==> config.mk <==
export PLATFORM = sky130hd
export DESIGN_NAME = sdram_burst_colgen
export DESIGN_NICKNAME = d
export VERILOG_FILES = /design/src/rtl/sdram_colgen_pkg.sv /design/src/rtl/sdram_colgen_decode.sv /design/src/rtl/sdram_colgen_ctrl.sv /design/src/rtl/sdram_colgen_addr.sv /design/src/rtl/sdram_burst_colgen.sv
export SDC_FILE = /design/constraint.sdc
export NUM_CORES = 1
export LEC_CHECK = 0
export BUFFER_PORTS_ARGS = -buffer_cell sky130_fd_sc_hd__buf_4
export CAP_MARGIN = 0
export CELL_PAD_IN_SITES_DETAIL_PLACEMENT = 2
export CELL_PAD_IN_SITES_GLOBAL_PLACEMENT = 2
export CORE_ASPECT_RATIO = 1.5
export CORE_MARGIN = 1.5
export CORE_UTILIZATION = 25
export DETAILED_ROUTE_END_ITERATION = 12
export GPL_TIMING_DRIVEN = 0
export PLACE_DENSITY = 0.71
export SETUP_SLACK_MARGIN = 0.15
export SYNTH_ARGS = -nofsm -noshare
export SYNTH_HDL_FRONTEND = slang
export SYNTH_SLANG_ARGS = --single-unit
==> constraint.sdc <==
create_clock -name clk -period 2.1 [get_ports clk]
set_input_delay 0.21 -clock clk [delete_from_list [all_inputs] [get_ports clk]]
set_output_delay 0.21 -clock clk [all_outputs]
set_load 0.1 [all_outputs]
==> src/rtl/sdram_colgen_pkg.sv <==
// Package: shared widths and burst-length code values for the column generator.
// Assumes a 9-bit column (512-column page) and a 3-bit length code.
package sdram_colgen_pkg;
    localparam int COL_W  = 9;
    localparam int CODE_W = 3;

    typedef enum logic [CODE_W-1:0] {
        BLEN_1    = 3'b000,
        BLEN_2    = 3'b001,
        BLEN_4    = 3'b010,
        BLEN_8    = 3'b011,
        BLEN_PAGE = 3'b111
    } blen_code_e;
endpackage

==> src/rtl/sdram_colgen_decode.sv <==
// Module: translates a burst request into a wrap mask and legality.
// The mask has ones in the column bits that move during the burst.
// Assumes fixed lengths are powers of two no wider than the column.
module sdram_colgen_decode #(
    parameter int COL_W  = sdram_colgen_pkg::COL_W,
    parameter int CODE_W = sdram_colgen_pkg::CODE_W
) (
    input  logic [CODE_W-1:0] code_i,
    input  logic              itl_i,
    output logic [COL_W-1:0]  mask_o,
    output logic              page_o,
    output logic              legal_o
);
    import sdram_colgen_pkg::*;

    // Purpose: map the length code to a mask; reject reserved settings.
    always_comb begin
        mask_o  = '0;
        page_o  = 1'b0;
        legal_o = 1'b1;
        case (code_i)
            BLEN_1:    mask_o = COL_W'(0);
            BLEN_2:    mask_o = COL_W'(1);
            BLEN_4:    mask_o = COL_W'(3);
            BLEN_8:    mask_o = COL_W'(7);
            BLEN_PAGE: begin
                mask_o  = '1;
                page_o  = 1'b1;
                legal_o = ~itl_i;
            end
            default:   legal_o = 1'b0;
        endcase
    end
endmodule

==> src/rtl/sdram_colgen_ctrl.sv <==
// Module: burst sequencer. Holds the captured request and the beat index.
// A legal start takes priority over terminate and over a running burst.
// Assumes the decoded mask is 2**k-1 for fixed bursts.
module sdram_colgen_ctrl #(
    parameter int COL_W = sdram_colgen_pkg::COL_W
) (
    input  logic             clk,
    input  logic             rst_n,
    input  logic             load_i,
    input  logic             term_i,
    input  logic [COL_W-1:0] col_i,
    input  logic [COL_W-1:0] mask_i,
    input  logic             itl_i,
    input  logic             page_i,
    output logic             active_o,
    output logic [COL_W-1:0] base_o,
    output logic [COL_W-1:0] mask_o,
    output logic [COL_W-1:0] idx_o,
    output logic             itl_o,
    output logic             page_o
);
    // Purpose: capture a request on load; hold it for the burst.
    always_ff @(posedge clk) begin
        if (!rst_n) begin
            base_o <= '0;
            mask_o <= '0;
            itl_o  <= 1'b0;
            page_o <= 1'b0;
        end else if (load_i) begin
            base_o <= col_i;
            mask_o <= mask_i;
            itl_o  <= itl_i;
            page_o <= page_i;
        end
    end

    // Purpose: advance the beat index and decide when the burst ends.
    always_ff @(posedge clk) begin
        if (!rst_n) begin
            active_o <= 1'b0;
            idx_o    <= '0;
        end else if (load_i) begin
            active_o <= 1'b1;
            idx_o    <= '0;
        end else if (active_o) begin
            if (term_i || (!page_o && idx_o == mask_o)) begin
                active_o <= 1'b0;
            end
            idx_o <= idx_o + COL_W'(1);
        end
    end

    // The beat index never passes the last beat of a fixed burst.
    assert_idx_in_block_R2: assert property (@(posedge clk) disable iff (!rst_n)
        (active_o && !page_o) |-> ((idx_o & ~mask_o) == '0));
endmodule

==> src/rtl/sdram_colgen_addr.sv <==
// Module: forms the column from the captured start column and beat index.
// Bits outside the mask come from the start column. Inside the mask
// the offset is start+i (sequential) or start^i (interleaved).
// Assumes idx_i never exceeds mask_i in fixed mode.
module sdram_colgen_addr #(
    parameter int COL_W = sdram_colgen_pkg::COL_W
) (
    input  logic [COL_W-1:0] base_i,
    input  logic [COL_W-1:0] mask_i,
    input  logic [COL_W-1:0] idx_i,
    input  logic             itl_i,
    output logic [COL_W-1:0] col_o
);
    logic [COL_W-1:0] seq_sum;
    logic [COL_W-1:0] low_bits;

    // Purpose: pick the in-block offset by burst order, then merge.
    always_comb begin
        seq_sum  = base_i + idx_i;
        low_bits = itl_i ? (base_i ^ idx_i) : seq_sum;
        col_o    = (base_i & ~mask_i) | (low_bits & mask_i);
    end
endmodule

==> src/rtl/sdram_burst_colgen.sv <==
// Module: top of the SDRAM burst column address generator.
// One address per clock from the cycle after a legal start. Reserved
// settings are reported on cfg_err_o for one cycle and otherwise ignored.
// Assumes a synchronous active-low reset and a single clock.
module sdram_burst_colgen #(
    parameter int COL_W  = sdram_colgen_pkg::COL_W,
    parameter int CODE_W = sdram_colgen_pkg::CODE_W
) (
    input  logic              clk,
    input  logic              rst_n,
    input  logic              start_i,
    input  logic [COL_W-1:0]  start_col_i,
    input  logic [CODE_W-1:0] blen_code_i,
    input  logic              btype_i,
    input  logic              term_i,
    output logic [COL_W-1:0]  col_o,
    output logic              valid_o,
    output logic              cfg_err_o
);
    logic [COL_W-1:0] dec_mask;
    logic             dec_page;
    logic             dec_legal;
    logic             load;
    logic [COL_W-1:0] cur_base;
    logic [COL_W-1:0] cur_mask;
    logic [COL_W-1:0] cur_idx;
    logic             cur_itl;
    logic             cur_page;

    sdram_colgen_decode #(.COL_W(COL_W), .CODE_W(CODE_W)) dec_i (
        .code_i  (blen_code_i),
        .itl_i   (btype_i),
        .mask_o  (dec_mask),
        .page_o  (dec_page),
        .legal_o (dec_legal)
    );

    assign load = start_i && dec_legal;

    sdram_colgen_ctrl #(.COL_W(COL_W)) ctrl_i (
        .clk      (clk),
        .rst_n    (rst_n),
        .load_i   (load),
        .term_i   (term_i),
        .col_i    (start_col_i),
        .mask_i   (dec_mask),
        .itl_i    (btype_i),
        .page_i   (dec_page),
        .active_o (valid_o),
        .base_o   (cur_base),
        .mask_o   (cur_mask),
        .idx_o    (cur_idx),
        .itl_o    (cur_itl),
        .page_o   (cur_page)
    );

    sdram_colgen_addr #(.COL_W(COL_W)) addr_i (
        .base_i (cur_base),
        .mask_i (cur_mask),
        .idx_i  (cur_idx),
        .itl_i  (cur_itl),
        .col_o  (col_o)
    );

    // Purpose: one-cycle flag for a start strobe carrying a reserved setting.
    always_ff @(posedge clk) begin
        if (!rst_n) cfg_err_o <= 1'b0;
        else        cfg_err_o <= start_i && !dec_legal;
    end

    // outputs idle after reset.
    assert_reset_idle_R1: assert property (@(posedge clk)
        !rst_n |=> (!valid_o && !cfg_err_o));

    // block bits hold for the whole of a fixed burst.
    assert_block_fixed_R3: assert property (@(posedge clk) disable iff (!rst_n)
        (valid_o && $past(valid_o) && !$past(load) && !cur_page)
        |-> ((col_o & ~cur_mask) == ($past(col_o) & ~cur_mask)));

    // a legal start shows its column on the next cycle.
    assert_first_beat_R6: assert property (@(posedge clk) disable iff (!rst_n)
        load |=> (valid_o && col_o == $past(start_col_i)));

    // full-page bursts step by one column and wrap at the page end.
    assert_page_step_R7: assert property (@(posedge clk) disable iff (!rst_n)
        (valid_o && $past(valid_o) && !$past(load) && cur_page)
        |-> (col_o == $past(col_o) + COL_W'(1)));

    // terminate ends the burst on the next cycle.
    assert_term_stops_R8: assert property (@(posedge clk) disable iff (!rst_n)
        (valid_o && term_i && !load) |=> !valid_o);

    // a rejected start from idle launches nothing.
    assert_reserved_idle_R9: assert property (@(posedge clk) disable iff (!rst_n)
        (start_i && !dec_legal && !valid_o) |=> (!valid_o && cfg_err_o));
endmodule

== After elaboration in Yosys (flattened, before gate mapping) ==
Cells that the tools add are included.
W data, S select, Z words.
Storage, ports and cells
  latch bits: 0
  bits in registers: 31
  word-level logic and storage cells: 37
  memories: 0
  input port bits: 17
  bits in read-only memories: 0
  output and inout bits: 11
  memory bits (writable): 0
Operators by class
  shift-type cells: 0
  eq/ne operators: 5
  bitwise gates (word level): 7
  multiply operators: 0
  div/mod/pow operators: 0
  magnitude comparators: 0
  muxes and demuxes: 7
  $add $sub $neg: 2
  reduce and logical (&&, ||, !) cells: 9
Operator list (number)
  $pmux W9 S4: 1
  $and A9 B9 Y9: 2
  $add A9 B1 Y9 const B: 1
  $add A9 B9 Y9: 1
  $eq A9 B9 Y1: 1
  $mux W9: 1
  $not A9 Y9: 1
  $or A9 B9 Y9: 1
  $xor A9 B9 Y9: 1
  $eq A3 B2 Y1 const B: 2
  $mux W1: 4
  $reduce_or A4 Y1: 1
  $eq A3 B1 Y1 const B: 1
  $eq A3 B3 Y1 const B: 1
  $logic_and A1 B1 Y1: 3
  $logic_not A3 Y1: 1
  $logic_not A1 Y1: 2
  $not A1 Y1: 2
  $pmux W1 S2: 1
  $reduce_or A2 Y1: 1
  $logic_or A1 B1 Y1: 1

== Longest topological paths before layout ==
  word-level depth: 6
  gate-level depth with buffers: 8
  mapped depth without buffers: 8

== Modules after synthesis ==
From an unflattened synthesis, not the netlist that was laid out.
Unflattened totals
  cell total of the unflattened synthesis: 208
  area, all modules: 1929.4 um2
By module, submodules not included
  sdram_colgen_ctrl: area an instance 1280.0 um2, instances 1, sequential area each 600.6 um2, cells an instance 124
  sdram_colgen_addr: area an instance 519.2 um2, instances 1, sequential area each 0.0 um2, cells an instance 67
  sdram_colgen_decode: area an instance 93.8 um2, instances 1, sequential area each 0.0 um2, cells an instance 14
  sdram_burst_colgen: area an instance 36.3 um2, instances 1, sequential area each 20.0 um2, cells an instance 3

== Worst setup path after synthesis ==
Ideal clock, no wire load.
  path kind: register to output
  start: register ctrl_i.idx_o[0]
  end: output col_o[8]
  stages on the path, launching flop included: 9
  setup slack: -1.256 ns
  data arrival time: 3.146 ns
  cell sequence: dfxtp_1 ha_1 inv_1 fa_1 nand2b_1 a211oi_2 a21oi_1 mux2i_1 xor2_1
Between the ends
  word-level cells in the longest chain between the ends: 4
Ends and longest elaborated chain
  start, declared: RTL line sdram_colgen_ctrl.sv:18  | output logic [COL_W-1:0] idx_o,
  start signal, assigned: RTL line sdram_colgen_ctrl.sv:49  | idx_o <= idx_o + COL_W'(1);
  $add A9 B9 Y9: RTL line sdram_colgen_addr.sv:19  | seq_sum = base_i + idx_i;
  $mux W9: RTL line sdram_colgen_addr.sv:20  | low_bits = itl_i ? (base_i ^ idx_i) : seq_sum;
  $and A9 B9 Y9: RTL line sdram_colgen_addr.sv:21  | col_o = (base_i & ~mask_i) | (low_bits & mask_i);
  $or A9 B9 Y9: RTL line sdram_colgen_addr.sv:21
  end, declared: RTL line sdram_burst_colgen.sv:16  | output logic [COL_W-1:0] col_o,
No other way between the ends.

== Final worst setup path ==
Ends and elaborated chain as after synthesis.

==> impl_metrics.csv <==
group,metric,value,unit
die,core,0.00587,sq mm
clock_network,cts_buffers,3,
global_routing,overflow,0,
clock_network,cts_buffer_depth,2,
logic_synthesis,yosysWarnings,0,
logic_synthesis,syn_inst,186,
sta,worst_pin_slew,0.767,ns
die,dieWidth,67.0,microns
sta,post-route-min-period,2.61,ns
logic_synthesis,ys_seq_elements,26,
detailed_routing,vias_per_cell,4.85,
cells_and_area,nNetsFinal,255,
detailed_routing,firstDrtPassIters,4,
die,ios,28,
worst_setup_path,path_class,"reg -> out",
sta,tns,-2.13,ns
global_routing,grt_start_max_net_pins,15,
worst_setup_path,crit_fanout,3,
power_and_ir_drop,p_sw_share,32.5,%
cells_and_area,diodes,0,
logic_synthesis,ys_seq_area_share,33.9,%
clock_network,numClockSinks,26,
sta,rsz0062_at_grt,"yes",
sta,fin_worst_skew,0.00823,ns
logic_synthesis,avgSynthCellArea,8.25,sq um
sta,maxSlewViolCount,0,
global_routing,antenna_found_initial,0,
detailed_routing,initialDrtViolationCount,19,
sta,slew_headroom,48.9,%
detailed_routing,drc,0,
cells_and_area,areaGrowthSynthToFinish,52.9,%
run_status,outcome,"finished with violations",
cells_and_area,drive_above_1_share,41.0,%
cells_and_area,final_core_util,40.0,%
logic_synthesis,ys_types,38,
run_status,violations,"setup timing",
min_path,hold_start,"start_col_i[1]",
detailed_routing,postRouteAntennaNets,0,
job,max_cap_viol_count,0,
clock_network,cts_root_buf,"clkbuf_8",
worst_setup_path,critical_path_arrival,2.40,ns
sta,period_share,124,%
detailed_routing,routedWlPerCell,17.4,microns
logic_synthesis,netlist_area,0.00153,sq mm
die,die_y,98.9,microns
sta,hold_viol,0,
die,initial_core_util,26.1,%
place,port_buffers,27,
sta,fmax,383,MHz
clock_network,cts_tree,"built",
worst_setup_path,cp-end-kind,"output port",
power_and_ir_drop,p_seq_share,44.7,%
place,dp_hpwl,3470,microns
detailed_routing,wirelength,5200,microns
power_and_ir_drop,pwr-share-comb,27.0,%
power_and_ir_drop,ir_drop,0.000211,V
die,rows,34,
die,die_area,0.00662,sq mm
worst_setup_path,crit_start,"ctrl_i.idx_o[0]$_SDFFE_PP0P_",
worst_setup_path,crit_required,1.89,ns
global_routing,track_usage,15.7,%
worst_setup_path,start_kind,"register",
power_and_ir_drop,p_leak,0.000883,uW
worst_setup_path,regToRegStartpoint,"ctrl_i.mask_o[7]$_SDFFE_PN0P_",
place,dp_slack,-0.412,ns
power_and_ir_drop,switching_power,385,uW
power_and_ir_drop,clockPowerShare,28.3,%
logic_synthesis,syn_nets,213,
global_routing,grt_pass1_wl,7930,microns
sta,holdWs,0.167,ns
detailed_routing,vias,1451,
clock_network,cts.htree.levels,1,
sta,setup_violations,6,
clock_network,clock_latency,0.27,ns
min_path,hold_path_class,"in -> reg",
clock_network,clkTransAtPathRegs,0.10,ns
clock_network,ctsHoldBuffers,0,
power_and_ir_drop,power_density,505,mW/mm^2
place,finalWeightedCongestion,0.726,
power_and_ir_drop,intPower,800,uW
sta,final.setup.worst_slack,-0.509,ns
global_routing,first_global_vias,1575,
-- through the flow --
step	power, uW	cell area [sq um]	instances
2_1_floorplan	727	1640	186
3_3_place_gp	803	1940	285
3_5_place_dp	806	1940	285
4_1_cts	1180	2160	294
5_1_grt	1240	2350	299
6_report	1180	2350	299
-- power groups by stage --
stage	Combinational, uW	Clock (uW)	Sequential [uW]
global route	339	365	533
finish	320	335	530
global placement	263	0	540
CTS	298	356	528
floorplan	178	0	549
detailed placement	265	0	541
-- critical path: stages (launching register included) --
cell and delay [ns]:
dfxtp_4 0.38, ha_4 0.14, inv_2 0.03, fa_2 0.34, nand2b_4 0.16, a211oi_4 0.30, a21oi_2 0.13, mux2i_4 0.26
xor2_4 0.19, buf_12 0.19
-- worst paths after layout --
check | end | slack [ns] | cells past startpoint
max | col_o[8] | -0.51 | 9
min | ctrl_i.base_o[1]$_SDFFE_PN0P_ | 0.17 | 3
max reg2reg | ctrl_i.active_o$_SDFF_PN0_ | 0.43 | 5
min reg2reg | ctrl_i.base_o[1]$_SDFFE_PN0P_ | 0.50 | 2
-- metal layers --
metal  part of all wire [%]  routed length, microns  global-route usage [%]
met5                      0                       0                       0
met4                   0.79                      41                    3.77
met3                    1.0                      54                    1.14
met1                     40                    2090                    18.9
met2                     58                    3010                    29.4
-- cells in the final DEF, fill, tap and decap left out, types with 5 or more instances in the layout --
cell,count
a21oi_1,6
xor2_1,7
buf_12,8
nor2_1,25
dfxtp_1,15
a21boi_1,12
buf_4,27
ha_4,5
dfxtp_2,9
xnor2_1,7
nand2_1,31
-- sequential cells by signal, summed over array words and instances (netlist names) --
signal,count
ctrl_i.base_o,9
ctrl_i.idx_o,9
ctrl_i.mask_o,4
cfg_err_o,1
ctrl_i.active_o,1
ctrl_i.itl_o,1
ctrl_i.page_o,1
-- synth_stat cells --
| cell | number | area [sq um] |
|---|---|---|
| xor2_1 | 8 | 70.1 |
| o22ai_1 | 1 | 6.26 |
| o211ai_1 | 1 | 7.51 |
| a21oi_1 | 11 | 55.1 |
| a211oi_2 | 3 | 37.5 |
| nand3_1 | 2 | 10.0 |
| nand2_2 | 1 | 6.26 |
| buf_2 | 4 | 20.0 |
| dfxtp_1 | 26 | 521 |
| fa_1 | 1 | 20.0 |
| o21bai_1 | 1 | 7.51 |
| nor3_1 | 2 | 10.0 |
| o21ai_1 | 1 | 5.00 |
| nand3b_1 | 2 | 15.0 |
| mux2_2 | 3 | 33.8 |
| nor3b_1 | 2 | 15.0 |
| mux2i_1 | 2 | 20.0 |
| a31oi_1 | 1 | 6.26 |
| ha_1 | 9 | 113 |
| inv_1 | 3 | 11.3 |
| and2_1 | 2 | 12.5 |
| a21boi_1 | 12 | 90.1 |
| o21a_1 | 1 | 7.51 |
| and3_1 | 1 | 6.26 |
| or4_1 | 1 | 7.51 |
| nor4_2 | 1 | 12.5 |
| nor2_1 | 27 | 101 |
| nand2b_1 | 2 | 12.5 |
| nand2_1 | 31 | 116 |
| and4_1 | 1 | 8.76 |
| nor4_1 | 2 | 12.5 |
| xnor2_1 | 10 | 87.6 |
| mux2_4 | 1 | 15.0 |
| o21ai_0 | 3 | 15.0 |
| a22o_1 | 1 | 8.76 |
| clkbuf_1 | 2 | 7.51 |
| nand4_1 | 3 | 18.8 |
| inv_2 | 1 | 3.75 |
-- layout make-up --
type	count	area (sq um)
Clock buffer	4	55.1
Tap cell	72	90.1
Fill cell	662	3520
Inverter	4	15.0
Timing Repair Buffer	37	385
Sequential cell	26	539
Multi-Input combinational cell	150	1230
Buffer	6	27.5
-- timing repair --
| action | 4_1_cts | 5_1_grt |
|---|---|---|
| setup endpoints to repair | 8 | 8 |
| resized for setup | 27 | 32 |
| pin swaps | 9 | 11 |
| buffers inserted | 5 | 5 |
-- cells by family (layout without fill, tap and decap cells) --
kind of cell | count (synthesis) | in the layout | share of synthesized area (%)
muxes | 6 | 6 | 4.49
and+or+nand+nor | 80 | 80 | 23.8
DFF | 26 | 26 | 33.9
AOI/OAI and AO/OA | 36 | 36 | 16.1
xor gates and xnor gates | 18 | 18 | 10.3
buffers and inverters | 10 | 51 | 2.77
adders and majority gates | 10 | 10 | 8.65
Power figures use the tool's default switching activity.
